`config.mk`:
```
export PLATFORM = sky130hd
export DESIGN_NAME = spi_status_ctrl
export DESIGN_NICKNAME = d
export VERILOG_FILES = /design/src/rtl/spi_stat_pkg.sv /design/src/rtl/spi_sel_sync.sv /design/src/rtl/spi_flag_arm.sv /design/src/rtl/spi_rx_hold.sv /design/src/rtl/spi_status_ctrl.sv
export SDC_FILE = /design/constraint.sdc
export NUM_CORES = 1
export LEC_CHECK = 0
export BUFFER_PORTS_ARGS = -buffer_cell sky130_fd_sc_hd__buf_4
export CELL_PAD_IN_SITES_DETAIL_PLACEMENT = 1
export CELL_PAD_IN_SITES_GLOBAL_PLACEMENT = 2
export CORE_UTILIZATION = 29
export CTS_CLUSTER_DIAMETER = 200
export CTS_CLUSTER_SIZE = 25
export DETAILED_ROUTE_END_ITERATION = 12
export GPL_ROUTABILITY_DRIVEN = 0
export GPL_TIMING_DRIVEN = 0
export PLACE_DENSITY_LB_ADDON = 0.1
export SLEW_MARGIN = 20
export SYNTH_ARGS = -nofsm -noshare
export SYNTH_HDL_FRONTEND = slang
export SYNTH_SLANG_ARGS = --single-unit
```
`constraint.sdc`:
```
create_clock -name clk -period 2.6 [get_ports clk]
set_input_delay 0.26 -clock clk [delete_from_list [all_inputs] [get_ports clk]]
set_output_delay 0.26 -clock clk [all_outputs]
set_load 0.01 [all_outputs]
```
`src/rtl/spi_stat_pkg.sv`:
```
`timescale 1ns/1ps
package spi_stat_pkg;
    localparam int CTL_W       = 3;
    localparam int CTL_BIT_EN  = 0;
    localparam int CTL_BIT_MS  = 1;
    localparam int CTL_BIT_IGN = 2;

    localparam int N_FLAGS   = 3;
    localparam int FLG_DONE  = 0;
    localparam int FLG_COLL  = 1;
    localparam int FLG_FAULT = 2;

    typedef struct packed {
        logic sel_ignore;
        logic master;
        logic enable;
    } ctl_t;
endpackage

```
`src/rtl/spi_sel_sync.sv`:
```
`timescale 1ns/1ps
module spi_sel_sync #(
    parameter int   STAGES  = 2,
    parameter logic RST_LVL = 1'b1
) (
    input  logic clk,
    input  logic rst_n,
    input  logic pin_i,
    output logic sync_o
);
    logic [STAGES-1:0] chain_d, chain_q;

    always_comb begin
        chain_d = {chain_q[STAGES-2:0], pin_i};
    end

    always_ff @(posedge clk or negedge rst_n) begin
        if (!rst_n) chain_q <= {STAGES{RST_LVL}};
        else        chain_q <= chain_d;
    end

    assign sync_o = chain_q[STAGES-1];
endmodule

```
`src/rtl/spi_flag_arm.sv`:
```
`timescale 1ns/1ps
module spi_flag_arm (
    input  logic clk,
    input  logic rst_n,
    input  logic set_i,
    input  logic stat_rd_i,
    input  logic clr_acc_i,
    output logic flag_o
);
    typedef struct packed {
        logic flag;
        logic arm;
    } fa_t;

    fa_t  st_d, st_q;
    logic hit;

    always_comb begin
        st_d = st_q;
        hit  = clr_acc_i && st_q.arm;
        // set wins over a simultaneous clear
        if (set_i)    st_d.flag = 1'b1;
        else if (hit) st_d.flag = 1'b0;
        // status read arms only when it observes the flag set
        if (stat_rd_i)      st_d.arm = st_q.flag && !hit;
        else if (clr_acc_i) st_d.arm = 1'b0;
    end

    always_ff @(posedge clk or negedge rst_n) begin
        if (!rst_n) st_q <= '0;
        else        st_q <= st_d;
    end

    assign flag_o = st_q.flag;
endmodule

```
`src/rtl/spi_rx_hold.sv`:
```
`timescale 1ns/1ps
module spi_rx_hold #(
    parameter int DATA_W = 8
) (
    input  logic              clk,
    input  logic              rst_n,
    input  logic              capture_i,
    input  logic [DATA_W-1:0] byte_i,
    output logic [DATA_W-1:0] byte_o
);
    logic [DATA_W-1:0] buf_d, buf_q;

    always_comb begin
        buf_d = buf_q;
        if (capture_i) buf_d = byte_i;
    end

    always_ff @(posedge clk or negedge rst_n) begin
        if (!rst_n) buf_q <= '0;
        else        buf_q <= buf_d;
    end

    assign byte_o = buf_q;
endmodule

```
`src/rtl/spi_status_ctrl.sv`:
```
`timescale 1ns/1ps
module spi_status_ctrl
    import spi_stat_pkg::*;
#(
    parameter int DATA_W      = 8,
    parameter int SYNC_STAGES = 2
) (
    input  logic              clk,
    input  logic              rst_n,
    input  logic              stat_rd,
    input  logic              ctl_wr,
    input  logic [CTL_W-1:0]  ctl_wdata,
    input  logic              data_rd,
    input  logic              data_wr,
    input  logic              ss_n_pin,
    input  logic              xfer_busy,
    input  logic              xfer_done,
    input  logic [DATA_W-1:0] rx_byte,
    output logic              ctl_enable,
    output logic              ctl_master,
    output logic              ctl_sel_ignore,
    output logic              done_flag,
    output logic              collide_flag,
    output logic              fault_flag,
    output logic              irq_done,
    output logic              irq_fault,
    output logic              tx_load,
    output logic [DATA_W-1:0] rx_data
);
    ctl_t               ctl_d, ctl_q;
    logic               ss_sync;
    logic               fault_hit;
    logic               data_acc;
    logic [N_FLAGS-1:0] set_v, clr_v, flag_v;

    spi_sel_sync #(.STAGES(SYNC_STAGES), .RST_LVL(1'b1)) u_sync (
        .clk    (clk),
        .rst_n  (rst_n),
        .pin_i  (ss_n_pin),
        .sync_o (ss_sync)
    );

    always_comb begin
        data_acc  = data_rd || data_wr;
        fault_hit = ctl_q.enable && ctl_q.master && !ctl_q.sel_ignore && !ss_sync;

        set_v            = '0;
        set_v[FLG_DONE]  = xfer_done;
        set_v[FLG_COLL]  = data_wr && xfer_busy;
        set_v[FLG_FAULT] = fault_hit;

        clr_v            = '0;
        clr_v[FLG_DONE]  = data_acc;
        clr_v[FLG_COLL]  = data_acc;
        clr_v[FLG_FAULT] = ctl_wr;

        ctl_d = ctl_q;
        if (ctl_wr) begin
            ctl_d.master     = ctl_wdata[CTL_BIT_MS];
            ctl_d.sel_ignore = ctl_wdata[CTL_BIT_IGN];
            // enable stays locked while a fault is pending
            if (!flag_v[FLG_FAULT]) ctl_d.enable = ctl_wdata[CTL_BIT_EN];
        end
        if (fault_hit) begin
            ctl_d.enable = 1'b0;
            ctl_d.master = 1'b0;
        end
    end

    always_ff @(posedge clk or negedge rst_n) begin
        if (!rst_n) ctl_q <= '0;
        else        ctl_q <= ctl_d;
    end

    for (genvar g = 0; g < N_FLAGS; g++) begin : g_flag
        spi_flag_arm u_flag (
            .clk       (clk),
            .rst_n     (rst_n),
            .set_i     (set_v[g]),
            .stat_rd_i (stat_rd),
            .clr_acc_i (clr_v[g]),
            .flag_o    (flag_v[g])
        );
    end

    spi_rx_hold #(.DATA_W(DATA_W)) u_rx (
        .clk       (clk),
        .rst_n     (rst_n),
        .capture_i (xfer_done && !flag_v[FLG_DONE]),
        .byte_i    (rx_byte),
        .byte_o    (rx_data)
    );

    assign ctl_enable     = ctl_q.enable;
    assign ctl_master     = ctl_q.master;
    assign ctl_sel_ignore = ctl_q.sel_ignore;
    assign done_flag      = flag_v[FLG_DONE];
    assign collide_flag   = flag_v[FLG_COLL];
    assign fault_flag     = flag_v[FLG_FAULT];
    assign irq_done       = flag_v[FLG_DONE];
    assign irq_fault      = flag_v[FLG_FAULT] && !ctl_q.sel_ignore;
    assign tx_load        = data_wr && !xfer_busy;
endmodule

```
Word-level counts from Yosys, hierarchy flattened
Cells that the tools add are included.

Register bits after elaboration: 19. Input port bits: 20. Output and inout bits: 17. Word-level logic and storage cells: 54.

Equality and inequality tests: 1. Mux-type cells: 14. Reduce and logical (&&, ||, !) cells: 28.

Operators with widths (number): logical AND 1 bit (13); two-way mux 1 bit (12); nonzero test 2 bit (6); logical NOT 1 bit (7); two-way mux 2 bit (2); != test 2 bit, second input constant (1); AND reduction 2 bit (1); logical OR 1 bit (1).

Longest topological paths before layout
Gate-level depths: netlist of the first run.

Depth in word-level cells: 5. Gate-level depth with buffers: 3. Gate-level depth less buffers: 3.

Modules after synthesis
From an unflattened synthesis of the first run, not the netlist that was laid out.

Cells, all modules: 54. Area total of the unflattened synthesis: 787.0 um^2.

By module, submodules not included: spi_rx_hold (times used 1, cells an instance 17, area each 331.6 um^2, seq. area each 200.2 um^2); spi_flag_arm (times used 3, cells an instance 6, area each 76.3 um^2, seq. area each 50.0 um^2); spi_status_ctrl (times used 1, cells an instance 17, area each 173.9 um^2, seq. area each 75.1 um^2); spi_sel_sync (times used 1, cells an instance 2, area each 52.6 um^2, seq. area each 52.6 um^2).

Least setup slack after synthesis of the first run
Ideal clock, no wire load.

Path type: register to register. Start point: reg g_flag[0].u_flag.st_q (netlist bit g_flag[0].u_flag.flag_o). End point: reg u_rx.buf_q[0] (netlist: u_rx.byte_o[0]). Library setup time: 0.125 ns. Arrival time: 1.004 ns. Required time: 2.475 ns. Slack: 1.471 ns. Stages on the path, launching flop included: 4. Path buffers: 1. Clock period less this slack: 1.129 ns. Path through: dfrtp_1 -> nor2b_2 -> buf_6 -> mux2_4.

Longest elaborated chain between the ends: 2.

RTL lines: start, declared (line spi_flag_arm.sv:15) `fa_t st_d, st_q;`; start signal, assigned (line spi_flag_arm.sv:31) `else st_q <= st_d;`; logical NOT 1 bit (line spi_status_ctrl.sv:89) `.capture_i (xfer_done && !flag_v[FLG_DONE]),`; logical AND 1 bit (line spi_status_ctrl.sv:89); end signal, assigned (line spi_rx_hold.sv:20) `else buf_q <= buf_d;`; end, declared (line spi_rx_hold.sv:11) `logic [DATA_W-1:0] buf_d, buf_q;`.

No other way between the ends. A chain may end at the register's enable or synchronous reset.

Worst setup path in the final report of the first run
Start point: reg g_flag[0].u_flag.st_q (netlist bit g_flag[0].u_flag.flag_o). End point: out irq_done.

RTL lines: end, declared (line spi_status_ctrl.sv:25) `output logic irq_done,`.

No word-level cell between the ends.

==> impl_metrics.csv, run 1 <==
group,metric,value,unit
yosys,yosysWarnings,0,
grt,track_usage,0.1190,
timing,fmaxAchievable,792.4,MHz
routing,dr_total_vias,562,
setup_path,arrival,1.00,ns
job,maxCapViolCount,0,
final_layout,n_antenna_cell,0,
cts,cts_root_buf,"clkbuf_4",
routing,drtPass1Iterations,2,
place,place_inst,121,
place,port_buffers,36,
setup_path,critPathRequiredTime,2.34,ns
timing,tns,0,ns
setup_path,r2r_cells,3,
timing,fin_crit_sh,0.4854,
die,die_w,53.93,um
yosys,avgSynthCellArea,14.22,um2
yosys,synth_area,782.0,um2
final_layout,syn2layout_area_growth,44.00,%
yosys,yosys.area.top_type,"dfrtp_1",
timing,skew,0.003460,ns
cts,cts_tree,"yes",
grt,grt.overflow.total,0,
outcome,status,"completed",
final_layout,layout-drive-gt1-share,0.5625,
timing,setup_viol,0,
yosys,synth_fp_nets,75,
timing,min_period,1.262,ns
yosys,netlist_instances,55,
timing,tightestPinTransition,0.2439,ns
grt,grt_pass1_wl,2380,um
die,die-height,53.93,um
routing,dr.first_iter.drc_count,2,
place,postPlaceCellArea,0.001090,mm2
power,p_per_area,926.5,mW/mm2
yosys,synth.top_cell.area_share,0.5440,
routing,routed_wl,1447,um
final_layout,fin_area,0.001126,mm2
timing,holdWs,0.07084,ns
routing,routedWlPerCell,11.48,um
setup_path,path_class,"register to output port",
timing,slew_headroom,0.8374,
yosys,ys_ff_latch,19,
timing,rsz0062_at_grt,"no",
final_layout,fin_nets,117,
timing,hold_viol,0,
timing,maxSlewViolCount,0,
yosys,ys_top_cells_by_area,"dfrtp_1 (54%), mux2_4 (15%), dfstp_2 (6.7%)",
cts,clk_pin_slew,0.10,ns
cts,clock_sinks,19,
die,row_count,18,
yosys,synth.distinct_cells,19,
cts,cts_htree_levels,1,
routing,antenna_left,0,
setup_path,startpoint_type,"register",
die,core-area,0.002522,mm2
final_layout,final_cells,126,
cts,numCtsBuffers,3,
grt,grt_max_degree,20,
cts,cts.path.max_buffers,2,
routing,viasPerCell,4.460,
grt,grt_antenna_before_repair,0,
die,die-area,0.002908,mm2
place,place_hpwl,1135,um
yosys,seq_area_frac_synth,0.6112,
final_layout,final_util,0.4464,
power,ir_worst_vdd,0.4508,mV
cts,insertion_delay,0.28,ns
grt,grt_pass1_vias,552,
worst_hold_path,hp-class,"input pin to register",
power,leakagePower,0.5685,nW
die,pin_count,37,
setup_path,crit_path_end_kind,"output port",
routing,drcViolationCount,0,
setup_path,worstPathMaxFanout,5,
worst_hold_path,min_path_cells,1,
die,start_util,0.3100,
## per-layer routing
metal / global-route usage / up-vias / wire, um
met1: 0.1451 / 274 / 626
met5: 0 / - / 0
met2: 0.1934 / 18 / 725
li1: - / 268 / -
met4: 0.06579 / 0 / 12
met3: 0.02542 / 2 / 82
## cell type report
type,instances,area [um2]
fill,291,1396
sequential,19,478.0
timing repair buffer,37,280.3
multi-input combinational,31,274.0
tap,30,37.54
clock buffer,4,26.28
buffer,2,18.77
inverter,3,11.26
## Yosys cell counts
library cell	count
inv_1	3
nor2b_1	2
mux2_4	8
and4bb_2	1
nor2b_2	1
buf_6	1
nand2_1	2
a21oi_1	1
buf_4	1
dfstp_2	2
nor2_1	5
o21ai_0	2
o21a_1	2
dfrtp_1	17
mux2i_1	3
a21o_1	1
o21bai_1	1
a211oi_1	1
mux2_2	1
## sequential cells by signal, summed over array words and instances (netlist names)
register and count:
ctl_sel_ignore 1, ctl_enable 1, ctl_master 1, u_rx.byte_o 8
u_sync.chain_q 2, g_flag.u_flag.st_q 3, g_flag.u_flag.flag_o 3
## report_power, final
| part | switching, mW | total [mW] | leakage (nW) | internal (mW) |
|---|---|---|---|---|
| Sequential | 0.0684 | 0.474 | 0.222 | 0.406 |
| Clock | 0.0819 | 0.141 | 0.0150 | 0.0595 |
| Combinational | 0.158 | 0.428 | 0.331 | 0.270 |
## per-stage QoR
| stage | setup slack [ns] | power (mW) |
|---|---|---|
| 2_1_floorplan | 1.471 | 0.6986 |
| 3_3_place_gp | 1.458 | 0.9094 |
| 3_5_place_dp | 1.440 | 0.9146 |
| 4_1_cts | 1.308 | 1.067 |
| 5_1_grt | 1.248 | 1.127 |
| 6_report | 1.338 | 1.043 |
## cell families after synthesis
| family | share of synthesized area |
|---|---|
| AO/OA/AOI/OAI | 0.06720 |
| multiplexers | 0.2064 |
| buffers and inverters | 0.03840 |
| flip-flops | 0.6112 |
| AND/OR/NAND/NOR | 0.07680 |
## cells in the final DEF, fill, tap and decap left out, types with 2 or more instances in the layout
cell type	synthesis	layout
dfrtp_1	17	17
mux2i_1	3	3
inv_1	3	3
mux2_4	8	8
nor2b_1	2	2
nand2_1	2	2
o21ai_0	2	2
nor2_1	5	5
clkbuf_4	0	3
dfstp_2	2	2
o21a_1	2	2
buf_4	1	37
## repair_timing
item                                   CTS  global route
hold buffers                             1             0
resized for setup                        0             0
endpoints found under the hold margin   17             0
buffers inserted                         0             0
## worst max-delay path: stages, from the launching register on
cell     delay [ns]
dfrtp_1        0.44
buf_4          0.15
buf_4          0.13
## worst paths after layout
check / from / end / slack [ns]
min in group asynchronous: rst_n / g_flag[1].u_flag.flag_o / 0.37
min: ss_n_pin / u_sync.chain_q[0] / 0.07
max: g_flag[0].u_flag.flag_o / irq_done / 1.34
min reg2reg: u_sync.chain_q[0] / u_sync.chain_q[1] / 0.36
max reg2reg: g_flag[0].u_flag.flag_o / u_rx.byte_o[3] / 1.44
max in group asynchronous: rst_n / u_sync.chain_q[0] / 1.96
No activity file was read; power rests on OpenSTA's default activity.
==> run 2, diff against run 1 <==
Settings changed: CORE_UTILIZATION 29 to 25.
Clock period 2.6 ns to 1 ns, I/O delays scaled along.
==> run 2 against run 1 <==
The run now ends with design-rule violations, negative setup slack left. Sequential share of layout area is 2.3 points lower. Worst hold slack got worse by 0.048 ns. Sequential power rose to 2.6 times the previous value. Via count grew 6.8%. Worst setup slack lost 1.5 ns. Utilization is 2.9 points lower. Clock power increased to 2.7 times the previous value. Combinational power grew to 2.8 times the previous value. Global-route usage down 1.8 points. Cell area rose by 5.8%. Total power increased to 2.7 times the previous value. Critical path type is now register to register. Critical endpoint is now u_rx.byte_o[1]. Largest cell class unchanged.
==> impl_metrics.csv, run 2 (synthesized netlist as in run 1, its figures left out) <==
group,metric,value,unit
setup_path,critPathRequiredTime,1.18,ns
setup_path,crit_path_end_kind,"register",
die,start_util,0.2741,
final_layout,layout-drive-gt1-share,0.5743,
timing,slew_headroom,0.8340,
timing,min_period,1.122,ns
routing,routedWlPerCell,11.90,um
cts,clock_sinks,19,
routing,drcViolationCount,1,
routing,antenna_left,0,
die,pin_count,37,
setup_path,path_class,"register to register",
timing,maxSlewViolCount,0,
routing,routed_wl,1571,um
final_layout,multiInputGateArea,281.5,um2
final_layout,mostFrequentLayoutCells,"buf_4 (36), dfrtp_1 (17), mux2_4 (8), nor2_1 (5)",
timing,fmaxAchievable,891.6,MHz
setup_path,startpoint_type,"register",
grt,track_usage,0.1006,
timing,holdWs,0.02298,ns
worst_hold_path,hp-class,"input pin to register",
job,maxCapViolCount,0,
routing,viasPerCell,4.545,
timing,fin_crit_sh,1.122,
cts,cts_tree,"yes",
grt,grt_pass1_vias,585,
grt,grt_antenna_before_repair,0,
power,ir_worst_vdd,0.8865,mV
final_layout,regArea,478.0,um2
die,core-area,0.002853,mm2
cts,cts_root_buf,"clkbuf_4",
cts,cts.path.max_buffers,2,
die,die_w,57.93,um
power,p_per_area,2377,mW/mm2
die,row_count,19,
final_layout,syn2layout_area_growth,52.32,%
final_layout,fin_nets,122,
place,place_hpwl,1179,um
final_layout,n_antenna_cell,0,
final_layout,largest_reg_flops,8,
timing,hold_viol,0,
setup_path,worstPathMaxFanout,8,
routing,drtPass1Iterations,7,
timing,tightestPinTransition,0.2490,ns
routing,dr.first_iter.drc_count,4,
die,die-height,57.93,um
timing,skew,0.0006629,ns
timing,setup_viol,12,
grt,grt_pass1_wl,2497,um
setup_path,arrival,1.30,ns
final_layout,final_common_cell,"buf_4",
cts,numCtsBuffers,3,
place,dp_slack,-0.1643,ns
routing,dr_total_vias,600,
grt,grt.overflow.total,0,
die,die-area,0.003356,mm2
cts,cts_htree_levels,1,
cts,insertion_delay,0.29,ns
timing,rsz0062_at_grt,"yes",
timing,setup_ws,-0.1216,ns
cts,clk_pin_slew,0.11,ns
grt,grt_max_degree,20,
outcome,violations,"design-rule violations, negative setup slack",
outcome,status,"finished with violations",
place,port_buffers,36,
final_layout,num-fill-cells,315,
power,leakagePower,0.5992,nW
==> run 2: path summary, 6_finish.rpt <==
kind | start | endpoint | slack, ns | cells after the start
worst min register to register | u_sync.chain_q[0] | u_sync.chain_q[1] | 0.36 | 0
worst max register to register | g_flag[0].u_flag.flag_o | u_rx.byte_o[1] | -0.12 | 3
min in group asynchronous | rst_n | g_flag[2].u_flag.flag_o | 0.21 | 2
max in group asynchronous | rst_n | u_sync.chain_q[0] | 0.53 | 2
worst max-delay path | g_flag[0].u_flag.flag_o | u_rx.byte_o[1] | -0.12 | 3
worst min-delay path | xfer_busy | g_flag[1].u_flag.flag_o | 0.02 | 3
==> run 2: routing by layer <==
metal / up-vias / track usage / part of all wire / wire, um
met5: - / 0 / 0 / 0
met4: 0 / 0.04082 / 0.0083 / 13
met3: 2 / 0.03795 / 0.087 / 136
met2: 23 / 0.1544 / 0.46 / 727
met1: 298 / 0.1278 / 0.44 / 693
li1: 277 / - / - / -
==> run 2: through the flow <==
step | TNS (ns) | util | power [mW] | cells | instance area [um2]
2_1_floorplan | -1.030 | - | 1.816 | 55 | 782.0
3_3_place_gp | -1.117 | 0.3825 | 2.353 | 122 | 1091
3_5_place_dp | -1.295 | 0.3825 | 2.382 | 122 | 1091
4_1_cts | -1.435 | 0.4096 | 2.846 | 131 | 1169
5_1_grt | -1.796 | 0.4175 | 3.022 | 132 | 1191
6_report | -1.172 | 0.4175 | 2.831 | 132 | 1191
==> run 2: area by class of cell <==
cell class	instances	share of cell area
plain buffers	2	0.01576
clock buffers	4	0.02206
inverters	3	0.009454
multi-input cells	31	0.2363
flip-flops and latches	19	0.4013
well taps	31	0.03256
repair buffers	42	0.2826
==> run 2: critical path, cell delays in order (launching register included) <==
cell	delay [ns]
dfrtp_1	0.42
nor2b_2	0.13
buf_6	0.16
mux2_4	0.30
==> run 2: timing repair <==
action                                  CTS  global route
endpoints found under the hold margin    21             1
pin swaps                                 1             2
buffers inserted                          2             0
resized for setup                         2             4
endpoints found under the setup margin   12            14
hold buffers                              3             1
==> run 2: where the power goes <==
group | internal, mW | switching, mW
combinational | 0.776 | 0.435
sequential | 1.05 | 0.183
clock | 0.155 | 0.228
==> run 3, diff against run 2 <==
Settings changed: CORE_UTILIZATION 25 to 26, CTS_BUF_LIST set to sky130_fd_sc_hd__clkbuf_4.
==> run 3 against run 2 <==
The run still ends with design-rule violations, negative setup slack left. Sequential share of layout area fell by 1.2 points. Global-route usage rose by 0.66 points. Fmax fell by 2.8%. Cell area rose by 3.3%. Combinational power rose by 9.9%. Utilization rose by 2.1 points. Flip-flop and latch count did not move. Die area fell by 3.7%. Cell count rose by 2.3%. Clock skew rose by 0.0029 ns. Clock power rose by 5%. Register-to-register slack got worse by 0.03 ns. Largest power group is now combinational logic. Highest routed layer unchanged.
==> impl_metrics.csv, run 3 (synthesized netlist as in run 1, its figures left out) <==
group,metric,value,unit
outcome,status,"finished with violations",
outcome,violations,"design-rule violations, negative setup slack",
place,place_hpwl,1145,um
timing,tightestPinTransition,0.2471,ns
setup_path,slowest_stage,"dfrtp_2",
power,p_per_area,2423,mW/mm2
cts,insertion_delay,0.29,ns
final_layout,fin_nets,125,
grt,grt_pass1_vias,573,
timing,slew_headroom,0.8353,
final_layout,n_antenna_cell,0,
grt,use_met1,0.1206,
final_layout,largest_reg_flops,8,
timing,rsz0062_at_grt,"yes",
grt,grt_max_degree,20,
final_layout,mostFrequentLayoutCells,"buf_4 (37), dfrtp_1 (16), mux2_4 (8), buf_6 (7)",
routing,routedWlPerCell,11.78,um
setup_path,critical_path_buf_inv_count,1,
power,ir_worst_vdd,1.037,mV
routing,dr_total_vias,594,
grt,grt_antenna_before_repair,0,
setup_path,path_class,"register to register",
setup_path,crit_family,"flip-flops",
grt,grt_busiest_layer,"met2",
cts,cts_root_buf,"clkbuf_4",
place,port_buffers,36,
timing,skew,0.003565,ns
final_layout,layout-drive-gt1-share,0.6250,
job,maxCapViolCount,0,
place,place_inst,122,
die,pin_count,37,
final_layout,final_cells,135,
cts,cts_htree_levels,1,
die,row_count,19,
worst_hold_path,hp-class,"input pin to register",
final_layout,syn2layout_area_growth,57.28,%
power,p_sw_frac,0.2908,
final_layout,multiInputGateArea,284.0,um2
setup_path,arrival,1.34,ns
grt,grt.overflow.total,0,
cts,cts_tree,"yes",
die,die-height,56.84,um
timing,setup_ws,-0.1542,ns
grt,globalRouteMet2Util,0.1752,
die,die-area,0.003231,mm2
grt,grt_pass1_wl,2525,um
routing,drcViolationCount,2,
timing,setup_viol,12,
setup_path,critPathRequiredTime,1.18,ns
cts,clk_pin_slew,0.10,ns
final_layout,fin_area,0.001230,mm2
final_layout,regArea,479.2,um2
place,dp_slack,-0.1615,ns
timing,maxSlewViolCount,0,
timing,fmaxAchievable,866.4,MHz
cts,clock_sinks,19,
setup_path,crit_path_end_kind,"register",
final_layout,num-fill-cells,308,
power,pwr-share-comb,0.446,
setup_path,critPathMaxStageDelay,0.45,ns
power,pwr-share-clk,0.135,
place,postPlaceCellArea,0.001091,mm2
setup_path,crit_path_cell_trace,"nor2b_2 > buf_6 > mux2_4",
power,switchingPower,866.4,uW
power,p_int,2.113,mW
grt,grt_use_met3,0.05069,
grt,track_usage,0.1072,
power,leakagePower,0.6209,nW
cts,numCtsBuffers,3,
die,core-area,0.002805,mm2
routing,routed_wl,1590,um
final_layout,final_common_cell,"buf_4",
routing,viasPerCell,4.400,
timing,min_period,1.154,ns
routing,antenna_left,0,
power,seq_power_share,0.419,
setup_path,worstPathMaxFanout,8,
routing,drtPass1Iterations,8,
power,totalPowerFinal,2.980,mW
timing,fin_crit_sh,1.154,
timing,hold_viol,0,
die,die_w,56.84,um
cts,cts.path.max_buffers,2,
setup_path,startpoint_type,"register",
routing,dr.first_iter.drc_count,26,
die,start_util,0.2788,
run 3: final cells by class:
class                           count  area share
Clock buffer                        4     0.02442
Inverter                            3    0.009156
Timing Repair Buffer               45      0.2960
Tap cell                           31     0.03154
Sequential cell                    19      0.3896
Buffer                              2     0.01831
Multi-Input combinational cell     31      0.2309
run 3: power groups by stage:
stage               Clock (mW)  Combinational [mW]  Sequential [mW]
floorplan                    0               0.478             1.34
global placement             0                1.10             1.25
detailed placement           0                1.12             1.24
CTS                      0.432                1.19             1.24
global route             0.465                1.42             1.29
finish                   0.402                1.33             1.25
run 3: per-stage QoR:
| stage | utilization | setup TNS [ns] | hold slack [ns] |
|---|---|---|---|
| floorplan | - | -1.030 | -0.1956 |
| global placement | 0.3889 | -1.142 | -0.009166 |
| detailed placement | 0.3889 | -1.291 | -0.008382 |
| CTS | 0.4144 | -1.475 | 0.001526 |
| global route | 0.4384 | -2.311 | 0.003769 |
| finish | 0.4384 | -1.440 | 0.02316 |
run 3: final timing paths:
path                                    startpoint                 endpoint  slack, ns  cells after the start
setup / recovery           g_flag[0].u_flag.flag_o           u_rx.byte_o[7]      -0.15                      3
hold / removal                           xfer_busy  g_flag[1].u_flag.flag_o       0.02                      3
setup reg to reg           g_flag[0].u_flag.flag_o           u_rx.byte_o[7]      -0.15                      3
hold reg to reg                  u_sync.chain_q[0]        u_sync.chain_q[1]       0.36                      0
max in group asynchronous                    rst_n        u_sync.chain_q[0]       0.53                      2
min in group asynchronous                    rst_n  g_flag[1].u_flag.flag_o       0.21                      2
run 3: timing repair:
item	4_1_cts	5_1_grt
hold buffers	2	1
gates resized for setup	3	8
pin swaps	1	1
endpoints found under the hold margin	20	1
gates cloned	0	0
setup buffers	2	4
endpoints found under the setup margin	12	15
run 3: routing by layer:
metal	part of all wire	wire (um)
met1	0.41	650
met2	0.50	796
met3	0.079	126
met4	0.010	16
met5	0	0
run 3: worst register-to-register path: stages, from the launching register on:
cell and delay, ns:
dfrtp_2 0.45, nor2b_2 0.13, buf_6 0.16, mux2_4 0.31
